`src/rtl/cas_pkg.sv`:
```
// Shared constants, field positions and function-code helpers for the
// cassette host register block. Assumes 8-bit control and 9-bit status.
package cas_pkg;
    localparam int NUM_DRV = 2;
    localparam int CTL_W   = 8;
    localparam int STAT_W  = 9;
    localparam int FN_W    = 3;

    // host operation codes
    localparam logic [2:0] OP_CLEAR    = 3'd0;
    localparam logic [2:0] OP_SKIP_DF  = 3'd1;
    localparam logic [2:0] OP_SKIP_ERR = 3'd2;
    localparam logic [2:0] OP_SKIP_RDY = 3'd3;
    localparam logic [2:0] OP_LOAD_A   = 3'd4;
    localparam logic [2:0] OP_SKIP_ANY = 3'd5;
    localparam logic [2:0] OP_GO       = 3'd6;
    localparam logic [2:0] OP_READ_B   = 3'd7;

    // tape function codes
    localparam logic [2:0] FN_READ     = 3'd0;
    localparam logic [2:0] FN_REWIND   = 3'd1;
    localparam logic [2:0] FN_WRITE    = 3'd2;
    localparam logic [2:0] FN_SP_RFILE = 3'd3;
    localparam logic [2:0] FN_WR_GAP   = 3'd4;
    localparam logic [2:0] FN_SP_RBLK  = 3'd5;
    localparam logic [2:0] FN_CRC      = 3'd6;
    localparam logic [2:0] FN_SP_FFILE = 3'd7;

    // control register fields
    localparam int A_EN    = 7;
    localparam int A_UNIT  = 6;
    localparam int A_FN_LO = 3;
    localparam int A_IE    = 0;

    // status register fields
    localparam int B_WLE  = 8;
    localparam int B_CRC  = 7;
    localparam int B_TIM  = 6;
    localparam int B_EDGE = 5;
    localparam int B_EOF  = 4;
    localparam int B_EMP  = 3;
    localparam int B_REW  = 2;
    localparam int B_WLK  = 1;
    localparam int B_RDY  = 0;

    // stored (non-derived) status bits
    typedef struct packed {
        logic wle;
        logic crc;
        logic tim;
        logic edge_hit;
        logic eof;
        logic rew;
    } stat_store_t;

    function automatic logic fn_is_write(input logic [2:0] f);
        return (f == FN_WRITE) || (f == FN_WR_GAP);
    endfunction

    function automatic logic fn_is_rev(input logic [2:0] f);
        return (f == FN_SP_RFILE) || (f == FN_SP_RBLK);
    endfunction

    function automatic logic fn_is_fwd(input logic [2:0] f);
        return (f == FN_READ) || (f == FN_WRITE) || (f == FN_WR_GAP) || (f == FN_SP_FFILE);
    endfunction

    // read or space: functions that consult gap memory
    function automatic logic fn_is_scan(input logic [2:0] f);
        return (f != FN_REWIND) && !fn_is_write(f);
    endfunction
endpackage

```
`src/rtl/cas_gap_track.sv`:
```
// Per-drive direction and gap memory. Decides, at the moment an operation
// starts, whether the motion logic must first pass over the leading gap
// (forward scan at beginning of tape) or over a gap the previous operation
// stopped in (scan in the opposite direction). Assumes go is already gated.
module cas_gap_track
    import cas_pkg::*;
#(
    parameter int NDRV = NUM_DRV,
    localparam int UW  = (NDRV > 1) ? $clog2(NDRV) : 1
) (
    input  logic            clk,
    input  logic            rst_n,
    input  logic            clr,
    input  logic            go,
    input  logic [UW-1:0]   go_unit,
    input  logic [FN_W-1:0] go_fn,
    input  logic [NDRV-1:0] at_bot,
    input  logic            done,
    input  logic            done_eof,
    input  logic [UW-1:0]   done_unit,
    output logic            skip_lead,
    output logic            skip_rev
);
    logic [NDRV-1:0] gap_q;
    logic [NDRV-1:0] rev_q;
    logic            scan;
    logic            new_rev;

    // classify the function being started
    always_comb begin
        scan    = fn_is_scan(go_fn);
        new_rev = fn_is_rev(go_fn);
    end

    // leading-gap request has priority over the reversal request
    always_comb begin
        skip_lead = go && scan && fn_is_fwd(go_fn) && at_bot[go_unit];
        skip_rev  = go && scan && !skip_lead && gap_q[go_unit] && (rev_q[go_unit] != new_rev);
    end

    for (genvar g = 0; g < NDRV; g++) begin : g_drv
        // hold direction of the last start and whether it ended in a gap
        always_ff @(posedge clk) begin
            if (!rst_n || clr) begin
                gap_q[g] <= 1'b0;
                rev_q[g] <= 1'b0;
            end else if (go && (go_unit == UW'(g))) begin
                gap_q[g] <= 1'b0;
                rev_q[g] <= scan ? new_rev : 1'b0;
            end else if (done && done_eof && (done_unit == UW'(g))) begin
                gap_q[g] <= 1'b1;
            end
        end

        p_gap_set_r13: assert property (@(posedge clk) disable iff (!rst_n)
            (done && done_eof && (done_unit == UW'(g)) && !clr && !(go && (go_unit == UW'(g))))
            |=> gap_q[g]);
        p_gap_clear_r13: assert property (@(posedge clk) disable iff (!rst_n)
            (go && (go_unit == UW'(g))) |=> !gap_q[g]);
        p_rev_dir_r13: assert property (@(posedge clk) disable iff (!rst_n)
            (go && (go_unit == UW'(g)) && !clr && new_rev) |=> rev_q[g]);
    end
endmodule

```
`src/rtl/cas_status_b.sv`:
```
// Status register: stored error and state bits plus the bits derived each
// cycle from the shown drive. Assumes start_try is GO accepted by enable,
// attachment and idle checks, and wr_block marks a refused write.
module cas_status_b
    import cas_pkg::*;
(
    input  logic              clk,
    input  logic              rst_n,
    input  logic              clr,
    input  logic              start_try,
    input  logic              wr_block,
    input  logic [FN_W-1:0]   start_fn,
    input  logic              data_ready,
    input  logic              df_q,
    input  logic              crc_fault,
    input  logic              done,
    input  logic              done_eof,
    input  logic              done_edge,
    input  logic              done_rewind,
    input  logic              sel_att,
    input  logic              sel_wp,
    input  logic              busy_any,
    output logic [STAT_W-1:0] stat_o
);
    stat_store_t st_q, st_d;
    logic        emp, rew_show, wlk, rdy;

    // next value of the stored bits: clear on start, then set on events
    always_comb begin
        st_d = st_q;
        if (start_try) begin
            st_d.wle = 1'b0;
            st_d.crc = 1'b0;
            st_d.tim = 1'b0;
            st_d.eof = 1'b0;
            st_d.rew = 1'b0;
            if (wr_block) begin
                st_d.wle = 1'b1;
            end else begin
                st_d.edge_hit = 1'b0;
                if (start_fn == FN_REWIND) st_d.rew = 1'b1;
            end
        end
        if (data_ready && df_q) st_d.tim = 1'b1;
        if (crc_fault)          st_d.crc = 1'b1;
        if (done) begin
            if (done_eof)                 st_d.eof      = 1'b1;
            if (done_edge || done_rewind) st_d.edge_hit = 1'b1;
            st_d.rew = 1'b0;
        end
    end

    // register the stored bits
    always_ff @(posedge clk) begin
        if (!rst_n || clr) st_q <= '0;
        else               st_q <= st_d;
    end

    // derive the drive-dependent bits and pack the register
    always_comb begin
        emp      = !sel_att;
        rew_show = st_q.rew && sel_att;
        wlk      = sel_wp || rew_show || emp;
        rdy      = !busy_any;
        stat_o   = {st_q.wle, st_q.crc, st_q.tim, st_q.edge_hit, st_q.eof,
                    emp, rew_show, wlk, rdy};
    end

    p_wle_block_r9: assert property (@(posedge clk) disable iff (!rst_n)
        (start_try && wr_block && !clr) |=> stat_o[B_WLE]);
    p_rew_start_r8: assert property (@(posedge clk) disable iff (!rst_n)
        (start_try && !wr_block && (start_fn == FN_REWIND) && !clr && !done) |=> st_q.rew);
    p_edge_clear_r8: assert property (@(posedge clk) disable iff (!rst_n)
        (start_try && !wr_block && !clr && !done) |=> !stat_o[B_EDGE]);
    p_eof_done_r11: assert property (@(posedge clk) disable iff (!rst_n)
        (done && done_eof && !clr) |=> stat_o[B_EOF]);
    p_tim_overrun_r14: assert property (@(posedge clk) disable iff (!rst_n)
        (data_ready && df_q && !clr) |=> stat_o[B_TIM]);
endmodule

```
`src/rtl/cassette_host_regs.sv`:
```
// Host-facing register block of a two-drive cassette controller. Decodes the
// eight host operations, holds the control register and data flag, masks the
// status register by enable, forms skips and the interrupt, and gates GO.
// Assumes drive levels are synchronous and event pulses last one cycle.
module cassette_host_regs
    import cas_pkg::*;
#(
    parameter int NDRV = NUM_DRV,
    localparam int UW  = (NDRV > 1) ? $clog2(NDRV) : 1
) (
    input  logic             clk,
    input  logic             rst_n,
    input  logic             op_valid,
    input  logic [2:0]       op_code,
    input  logic [CTL_W-1:0] op_wdata,
    output logic [CTL_W-1:0] rd_data,
    output logic             skip,
    output logic             irq,
    input  logic [NDRV-1:0]  drv_attached,
    input  logic [NDRV-1:0]  drv_wprot,
    input  logic [NDRV-1:0]  drv_busy,
    input  logic [NDRV-1:0]  drv_at_bot,
    input  logic             data_ready,
    input  logic             crc_fault,
    input  logic             done_valid,
    input  logic             done_eof,
    input  logic             done_edge,
    output logic             start_go,
    output logic [FN_W-1:0]  start_func,
    output logic [UW-1:0]    start_unit,
    output logic             skip_lead_gap,
    output logic             skip_rev_gap
);
    logic [CTL_W-1:0]  a_q;
    logic              df_q;
    logic [UW-1:0]     act_unit_q;
    logic [FN_W-1:0]   act_fn_q;
    logic              en, busy_any, clr, go, start_try, wr_block;
    logic [UW-1:0]     sel_unit, show_unit;
    logic [FN_W-1:0]   sel_fn;
    logic [STAT_W-1:0] stat_full, vis_b;
    logic              any_err, rdy, emp;

    // decode control fields and the operation strobes
    always_comb begin
        en        = a_q[A_EN];
        sel_unit  = a_q[A_UNIT +: UW];
        sel_fn    = a_q[A_FN_LO +: FN_W];
        busy_any  = |drv_busy;
        show_unit = busy_any ? act_unit_q : sel_unit;
        clr       = op_valid && (op_code == OP_CLEAR);
        go        = op_valid && (op_code == OP_GO);
        start_try = go && !busy_any && en && drv_attached[sel_unit];
        wr_block  = fn_is_write(sel_fn) && drv_wprot[sel_unit];
        start_go  = start_try && !wr_block;
        start_func = sel_fn;
        start_unit = sel_unit;
    end

    // control register: cleared by code 0, loaded by code 4
    always_ff @(posedge clk) begin
        if (!rst_n || clr)                         a_q <= '0;
        else if (op_valid && op_code == OP_LOAD_A) a_q <= op_wdata;
    end

    // data flag: set by a character event, cleared by GO or code 0
    always_ff @(posedge clk) begin
        if (!rst_n || clr)   df_q <= 1'b0;
        else if (data_ready) df_q <= 1'b1;
        else if (go)         df_q <= 1'b0;
    end

    // remember which drive and function are in motion
    always_ff @(posedge clk) begin
        if (!rst_n || clr) begin
            act_unit_q <= '0;
            act_fn_q   <= '0;
        end else if (start_go) begin
            act_unit_q <= sel_unit;
            act_fn_q   <= sel_fn;
        end
    end

    cas_status_b u_stat (
        .clk         (clk),
        .rst_n       (rst_n),
        .clr         (clr),
        .start_try   (start_try),
        .wr_block    (wr_block),
        .start_fn    (sel_fn),
        .data_ready  (data_ready),
        .df_q        (df_q),
        .crc_fault   (crc_fault),
        .done        (done_valid),
        .done_eof    (done_eof),
        .done_edge   (done_edge),
        .done_rewind (done_valid && (act_fn_q == FN_REWIND)),
        .sel_att     (drv_attached[show_unit]),
        .sel_wp      (drv_wprot[show_unit]),
        .busy_any    (busy_any),
        .stat_o      (stat_full)
    );

    cas_gap_track #(.NDRV(NDRV)) u_gap (
        .clk       (clk),
        .rst_n     (rst_n),
        .clr       (clr),
        .go        (start_go),
        .go_unit   (sel_unit),
        .go_fn     (sel_fn),
        .at_bot    (drv_at_bot),
        .done      (done_valid),
        .done_eof  (done_eof),
        .done_unit (act_unit_q),
        .skip_lead (skip_lead_gap),
        .skip_rev  (skip_rev_gap)
    );

    // enable masking and the condition terms used by skips and interrupt
    always_comb begin
        vis_b   = en ? stat_full : '0;
        any_err = vis_b[B_WLE] | vis_b[B_CRC] | vis_b[B_TIM] |
                  vis_b[B_EDGE] | vis_b[B_EOF] | vis_b[B_EMP];
        rdy     = vis_b[B_RDY];
        emp     = vis_b[B_EMP];
        irq     = a_q[A_IE] && (df_q || any_err || rdy);
    end

    // same-cycle response to the host operation
    always_comb begin
        rd_data = '0;
        skip    = 1'b0;
        if (op_valid) begin
            case (op_code)
                OP_SKIP_DF:  skip    = df_q;
                OP_SKIP_ERR: skip    = any_err;
                OP_SKIP_RDY: skip    = rdy && !emp;
                OP_LOAD_A:   rd_data = ~op_wdata;
                OP_SKIP_ANY: skip    = df_q || any_err || rdy;
                OP_READ_B:   rd_data = vis_b[CTL_W-1:0];
                default:     ;
            endcase
        end
    end

    p_load_a_r2: assert property (@(posedge clk) disable iff (!rst_n)
        (op_valid && op_code == OP_LOAD_A) |=> (a_q == $past(op_wdata)));
    p_irq_ie_r6: assert property (@(posedge clk) disable iff (!rst_n)
        irq |-> a_q[A_IE]);
    p_df_go_r7: assert property (@(posedge clk) disable iff (!rst_n)
        (go && !data_ready) |=> !df_q);
    p_clear_r14: assert property (@(posedge clk) disable iff (!rst_n)
        clr |=> ((a_q == '0) && !df_q && (stat_full[B_WLE:B_EOF] == '0)));
    p_start_idle_r7: assert property (@(posedge clk) disable iff (!rst_n)
        start_go |-> (!busy_any && !skip && (rd_data == '0)));
endmodule

```
`config.mk`:
```
export PLATFORM = sky130hd
export DESIGN_NAME = cassette_host_regs
export DESIGN_NICKNAME = d
export VERILOG_FILES = /design/src/rtl/cas_pkg.sv /design/src/rtl/cas_gap_track.sv /design/src/rtl/cas_status_b.sv /design/src/rtl/cassette_host_regs.sv
export SDC_FILE = /design/constraint.sdc
export NUM_CORES = 1
export LEC_CHECK = 0
export ABC_AREA = 1
export BUFFER_PORTS_ARGS = -buffer_cell sky130_fd_sc_hd__buf_2
export CAP_MARGIN = 20
export CORE_MARGIN = 3
export CORE_UTILIZATION = 55
export CTS_CLUSTER_SIZE = 30
export DETAILED_ROUTE_END_ITERATION = 7
export PLACE_DENSITY = 0.87
export RECOVER_POWER = 25
export SYNTH_ARGS = -nofsm -noshare
export SYNTH_HDL_FRONTEND = slang
export SYNTH_HIERARCHICAL = 1
export SYNTH_SLANG_ARGS = --single-unit
```
`constraint.sdc`:
```
create_clock -name clk -period 2.9 [get_ports clk]
set_input_delay 0.58 -clock clk [delete_from_list [all_inputs] [get_ports clk]]
set_output_delay 0.58 -clock clk [all_outputs]
set_load 0.01 [all_outputs]
```
-- Word level (Yosys, flattened, before mapping)
Cells that the tools add are included.
W data, S select, Z words.
- register bits: 23
- output and inout port bits: 17
- word-level logic and storage cells: 125
- magnitude comparators: 2
- eq/ne operators: 16
- muxes and demuxes: 33
- bitwise gates (word level): 8
- reduce and logical (&&, ||, !) cells: 52
- operator list (operator ; count):
    $mux W1 ; 27
    $logic_and A1 B1 Y1 ; 25
    $eq A3 B3 Y1 const B ; 7
    $pmux W8 S2 ; 1
    $eq A3 B2 Y1 const B ; 4
    $logic_or A1 B1 Y1 ; 11
    $eq A3 B1 Y1 const B ; 3
    $mux W9 ; 1
    $mux W8 ; 1
    $not A8 Y8 ; 1
    $reduce_or A2 Y1 ; 4
    $logic_not A1 Y1 ; 7
    $logic_not A3 Y1 ; 2
    $reduce_bool A2 Y1 ; 3
    $mux W5 ; 1
    $or A1 B1 Y1 ; 5
    $lt A1 B2 Y1 const B ; 2
    $pmux W1 S4 ; 1
    $mux W3 ; 1
    $ne A3 B1 Y1 const B ; 1
    $not A1 Y1 ; 2
    $ne A1 B1 Y1 ; 1

-- Longest topological paths before layout
- depth after elaboration: 17
- gate-level depth with buffers: 13

-- By module
Netlist, hierarchy kept.
- by module, submodules not included (module ; times used ; cells each ; area an instance (um^2)):
    cassette_host_regs ; 1 ; 142 ; 840.8
    cas_status_b ; 1 ; 47 ; 337.8
    cas_gap_track ; 1 ; 54 ; 291.5

-- Least setup slack after synthesis
Ideal clock, no wire load.
- path type: input -> output
- from: input port drv_busy[0]
- to: output port skip
- arrival time: 1759 ps
- path slack: 561 ps
- stages on the path: 13
- cell sequence: inv_1 -> nand2_1 -> nand2_1 -> nand2_1 -> mux2_2 -> inv_1 -> buf_4 -> nor2_1 -> nand3_1 -> nand2_1 -> nand2_1 -> a21boi_0 -> nor2_1
- longest elaborated chain between the ends: 11
- elaborated cells between the ends (all ways): 14
- RTL lines (what ; RTL line ; source):
    start: declaration ; cassette_host_regs.sv:21 ; input logic [NDRV-1:0] drv_busy,
    $reduce_or A2 Y1 * ; cassette_host_regs.sv:49 ; busy_any = |drv_busy;
    named net busy_any ; cassette_host_regs.sv:38 ; logic en, busy_any, clr, go, start_try, wr_block;
    $mux W1 * ; cassette_host_regs.sv:50 ; show_unit = busy_any ? act_unit_q : sel_unit;
    $mux W1 (not written as such) * (2 in series) ; cassette_host_regs.sv:98 ; .sel_att (drv_attached[show_unit]),
    $logic_not A1 Y1 * ; cas_status_b.sv:61 ; emp = !sel_att;
    named net u_stat.emp ; cas_status_b.sv:26 ; logic emp, rew_show, wlk, rdy;
    $mux W9 * ; cassette_host_regs.sv:121 ; vis_b = en ? stat_full : '0;
    $or A1 B1 Y1 ; cassette_host_regs.sv:123 ; vis_b[B_EDGE] | vis_b[B_EOF] | vis_b[B_EMP];
    $logic_or A1 B1 Y1 (2 in series) ; cassette_host_regs.sv:139 ; OP_SKIP_ANY: skip = df_q || any_err || rdy;
    $pmux W1 S4 * ; cassette_host_regs.sv:134 ; case (op_code)
    $mux W1 * ; cassette_host_regs.sv:133 ; if (op_valid) begin
    end: declaration ; cassette_host_regs.sv:17 ; output logic skip,
The timed path passes the listed nets; every way through them passes the cells marked *. The select of a mux whose other input is x is not followed.

-- Final worst setup path
- from: register a_q[5]
- to: output port skip_rev_gap
- longest elaborated chain between the ends: 12
- elaborated cells between the ends (all ways): 25
- RTL lines (what ; RTL line ; source):
    start: declaration ; cassette_host_regs.sv:34 ; logic [CTL_W-1:0] a_q;
    start signal: assignment ; cassette_host_regs.sv:63 ; else if (op_valid && op_code == OP_LOAD_A) a_q <= op_wdata;
    $eq A3 B2 Y1 or $eq A3 B3 Y1 (tied branches) ; cas_pkg.sv:57 ; return (f == FN_WRITE) || (f == FN_WR_GAP);
    $logic_or A1 B1 Y1 * ; cas_pkg.sv:57 ;
    $logic_and A1 B1 Y1 * ; cassette_host_regs.sv:54 ; wr_block = fn_is_write(sel_fn) && drv_wprot[sel_unit];
    named net wr_block ; cassette_host_regs.sv:38 ;
    $logic_not A1 Y1 * ; cassette_host_regs.sv:55 ; start_go = start_try && !wr_block;
    $logic_and A1 B1 Y1 * ; cassette_host_regs.sv:55 ;
    $logic_and A1 B1 Y1 * ; cas_gap_track.sv:37, cas_gap_track.sv:38 ;
    $logic_and A1 B1 Y1 (2 in series) ; cas_gap_track.sv:37 ; skip_lead = go && scan && fn_is_fwd(go_fn) && at_bot[go_unit];
    $logic_not A1 Y1 ; cas_gap_track.sv:38 ; skip_rev = go && scan && !skip_lead && gap_q[go_unit] && (rev_q[go_unit] != new_rev);
    $logic_and A1 B1 Y1 * (3 in series) ; cas_gap_track.sv:38 ;
    end: declaration ; cassette_host_regs.sv:32 ; output logic skip_rev_gap
The timed path passes the listed nets; every way through them passes the cells marked *.

==> flow_summary.yaml <==
placement:
  portBuffers: 43
  hpwl_mm: 2.80
  gp_congestion: 0.953
synthesis:
  synth_fp_nets: 270
  avgSynthCellArea_um2: 6.05
  synth_xor_area_share_pct: 0
  synth_common_cells: "nand2_1 (61), inv_1 (44), nor2_1 (33)"
  yosys.area.top_type: "dfxtp_1"
  synth.mux.area_fraction_pct: 0.766
  ys_types: 25
  synth_top_area_share_pct: 28.6
  ys_seq_area_share_pct: 28.6
  synthAdderAreaFrac_pct: 0
  synth_area_leaders: "dfxtp_1 (29%), nand2_1 (16%), inv_1 (11%)"
  ys_ff_latch: 21
  syn_inst: 243
  synth_edf_count: 0
  synthArstFlopShare_pct: 0
  yosys.area_share.simple_pct: 37.7
  synth_warnings: 6
  synthMostInstantiatedCell: "nand2_1"
  netlist_area_mm2: 0.00147
  synth_top_family_by_area: "simple AND/OR/NAND/NOR gates"
  ys.flop_type: "dfxtp_1"
  synth-compound-area-share_pct: 14.5
routing:
  dr.pass1.iters: 4
  drt_wl_total_mm: 3.56
  viasPerCell: 5.10
  drt_first_iter_violations: 48
  remaining_drc_errors: 0
  ant_nets: 0
  wl_per_cell_um: 11.6
  via_count: 1572
die:
  die_area_mm2: 0.00333
  io_pins: 44
  fp.coreArea_mm2: 0.00250
  start_util_pct: 58.8
  die_y_um: 57.7
  die_w_um: 57.7
  row_count: 18
critical_path:
  start_kind: "register"
  cp_max_fo: 11
  worstPathCellList: "inv_1 > nand2_1 > nand3_1 > nor2_1 > nor2_4 > nand2_1 > nor2_1 > nand3_1 > nor2_1 > buf_2"
  path_buf_inv: 2
  worstSetupEndpointType: "primary output"
  crit_path_max_incr_delay_ns: 0.56
  slowest_stage: "dfxtp_1"
  cp.arrival_ns: 2.05
  cpMostUsedCell: "nor2_1"
  required_ns: 2.32
  crit_type: "register to primary output"
  crit_family: "simple AND/OR/NAND/NOR gates"
clock_network:
  max-clock-path-buffers: 2
  cts_hold_buf: 0
  clk_pin_slew_ns: 0.13
  cts_setup_buffers: 0
  clkLatencyLatePin_ns: 0.32
  clock_sinks: 21
  post_cts_resized: 0
  h-tree-depth: 1
  numCtsBuffers: 3
  cts_tree: "built"
  cts_root_buf: "clkbuf_4"
power_and_ir_drop:
  swShare_pct: 30.5
  powerDensity_mw_per_mm2: 338
  power_frac_seq_pct: 54.9
  power_w: 0.000556
  clockPowerShare_pct: 28.0
  switchingPower_w: 0.000169
  combPwrFrac_pct: 17.1
  p_int_w: 0.000386
  peakVddDrop_uv: 317
  p_leak_nw: 0.843
final_layout:
  nNetsFinal: 306
  syn_to_final_growth_pct: 11.8
  fillers: 250
  antennaDiodeCount: 0
  finish.utilization_pct: 65.8
  drive_gt1_share_pct: 21.6
sta:
  fin_tns_setup_ns: 0
  final-hold-violation-count: 0
  slew_headroom_pct: 62.5
  worstMarginPinSlew_ns: 0.560
  skew_ns: 0.00489
  fin_crit_sh_pct: 90.8
  rsz0062_at_grt: "no"
  min_period_ns: 2.63
  slew_viol_final: 0
  setup_viol: 0
  max_freq_ghz: 0.380
grt:
  grt_use_total_pct: 23.2
  grt_overflow: 0
  first_global_vias: 1446
  grt_pass1_wl_mm: 6.07
  grt_max_degree: 18
  antenna_found_initial: 0
outcome:
  status: "complete, no violations"
flow_run:
  maxCapViolCount: 0
hold_path:
  hp-class: "input port to register"
[power groups by stage]
stage               clock (W)  combinational (W)  sequential (W)
floorplan                   0          0.0000663        0.000309
global placement            0          0.0000936        0.000311
detailed placement          0          0.0000955        0.000311
CTS                  0.000160          0.0000962        0.000305
global route         0.000173           0.000109        0.000306
finish               0.000156          0.0000951        0.000305
[state kept, by name (all words and copies together) (netlist names)]
register,count
df_q,1
act_unit_q,1
act_fn_q,3
u_stat/stat_o,5
a_q,6
u_gap/rev_q,2
u_gap/gap_q,2
u_stat/st_q,1
[stage by stage]
stage | cell area (um^2) | worst slack [ns] | hold WS, ns | cells
after CTS | 1670 | 0.313 | 0.447 | 308
after global placement | 1640 | 0.418 | 0.457 | 304
after detailed placement | 1640 | 0.357 | 0.465 | 304
after floorplan | 1470 | 0.561 | 0.438 | 243
after global routing | 1640 | 0.133 | 0.465 | 308
final | 1640 | 0.266 | 0.458 | 308
[layout by cell type, fill, tap and decap left out]
master / Yosys / routed
o32ai_1: 1 / 1
nand3_2: 2 / 2
inv_1: 44 / 45
clkinvlp_4: 0 / 1
buf_4: 12 / 1
a31o_2: 1 / 1
nor3_1: 3 / 4
nand3b_1: 2 / 2
nor2_1: 33 / 35
nor2_4: 5 / 3
nand2_1: 61 / 61
o21ai_1: 1 / 1
a21oi_2: 1 / 1
clkbuf_4: 0 / 3
o22ai_1: 7 / 7
inv_2: 3 / 2
nand3_1: 12 / 12
a21boi_0: 1 / 1
nand2_2: 1 / 1
a21oi_1: 15 / 15
nor2_2: 2 / 2
o21ai_0: 11 / 11
clkbuf_1: 0 / 1
dfxtp_1: 21 / 21
buf_2: 1 / 42
nand4_1: 1 / 1
mux2_2: 1 / 1
[worst register-to-register path, stage by stage (launching register included)]
cell,delay [ns]
dfxtp_1,0.46
inv_1,0.11
nor2_1,0.20
nand2_1,0.08
nor2_1,0.34
inv_1,0.23
nor2_4,0.15
nand3_2,0.07
a21oi_2,0.13
[kinds of logic after synthesis]
logic type      count (synthesis)
simple gates                  123
mux                             1
flops                          21
compound gates                 38
buf+inv                        60
[cell type report]
class / instances / area, um^2 / area share (%)
multi-input combinational: 162 / 758 / 46.1
tap: 30 / 37.5 / 2.28
timing repair buffer: 44 / 221 / 13.5
sequential: 21 / 420 / 25.6
inverter: 47 / 176 / 10.7
clock inverter: 1 / 7.51 / 0.457
clock buffer: 3 / 22.5 / 1.37
[path summary, 6_finish.rpt]
check | depth (start not counted) | start | end | slack, ns
setup reg to reg | 8 | a_q[7]$_SDFFE_PP0P_ | u_stat/st_q[0]$_SDFFE_PP0P_ | 1.08
hold reg to reg | 2 | a_q[0]$_SDFFE_PP0P_ | a_q[0]$_SDFFE_PP0P_ | 0.48
hold / removal | 3 | crc_fault | u_stat/stat_o[7]$_SDFFE_PP0P_ | 0.46
setup / recovery | 10 | a_q[5]$_SDFFE_PP0P_ | skip_rev_gap | 0.27
[layer usage]
| metal | track usage (%) | wire length, um | up-vias |
|---|---|---|---|
| li1 | - | - | 815 |
| met1 | 28.7 | 1550 | 691 |
| met2 | 40.0 | 1720 | 57 |
| met3 | 3.56 | 225 | 9 |
| met4 | 9.60 | 75 | 0 |
| met5 | 0 | 0 | - |
No activity file was read; power rests on OpenSTA's default activity.
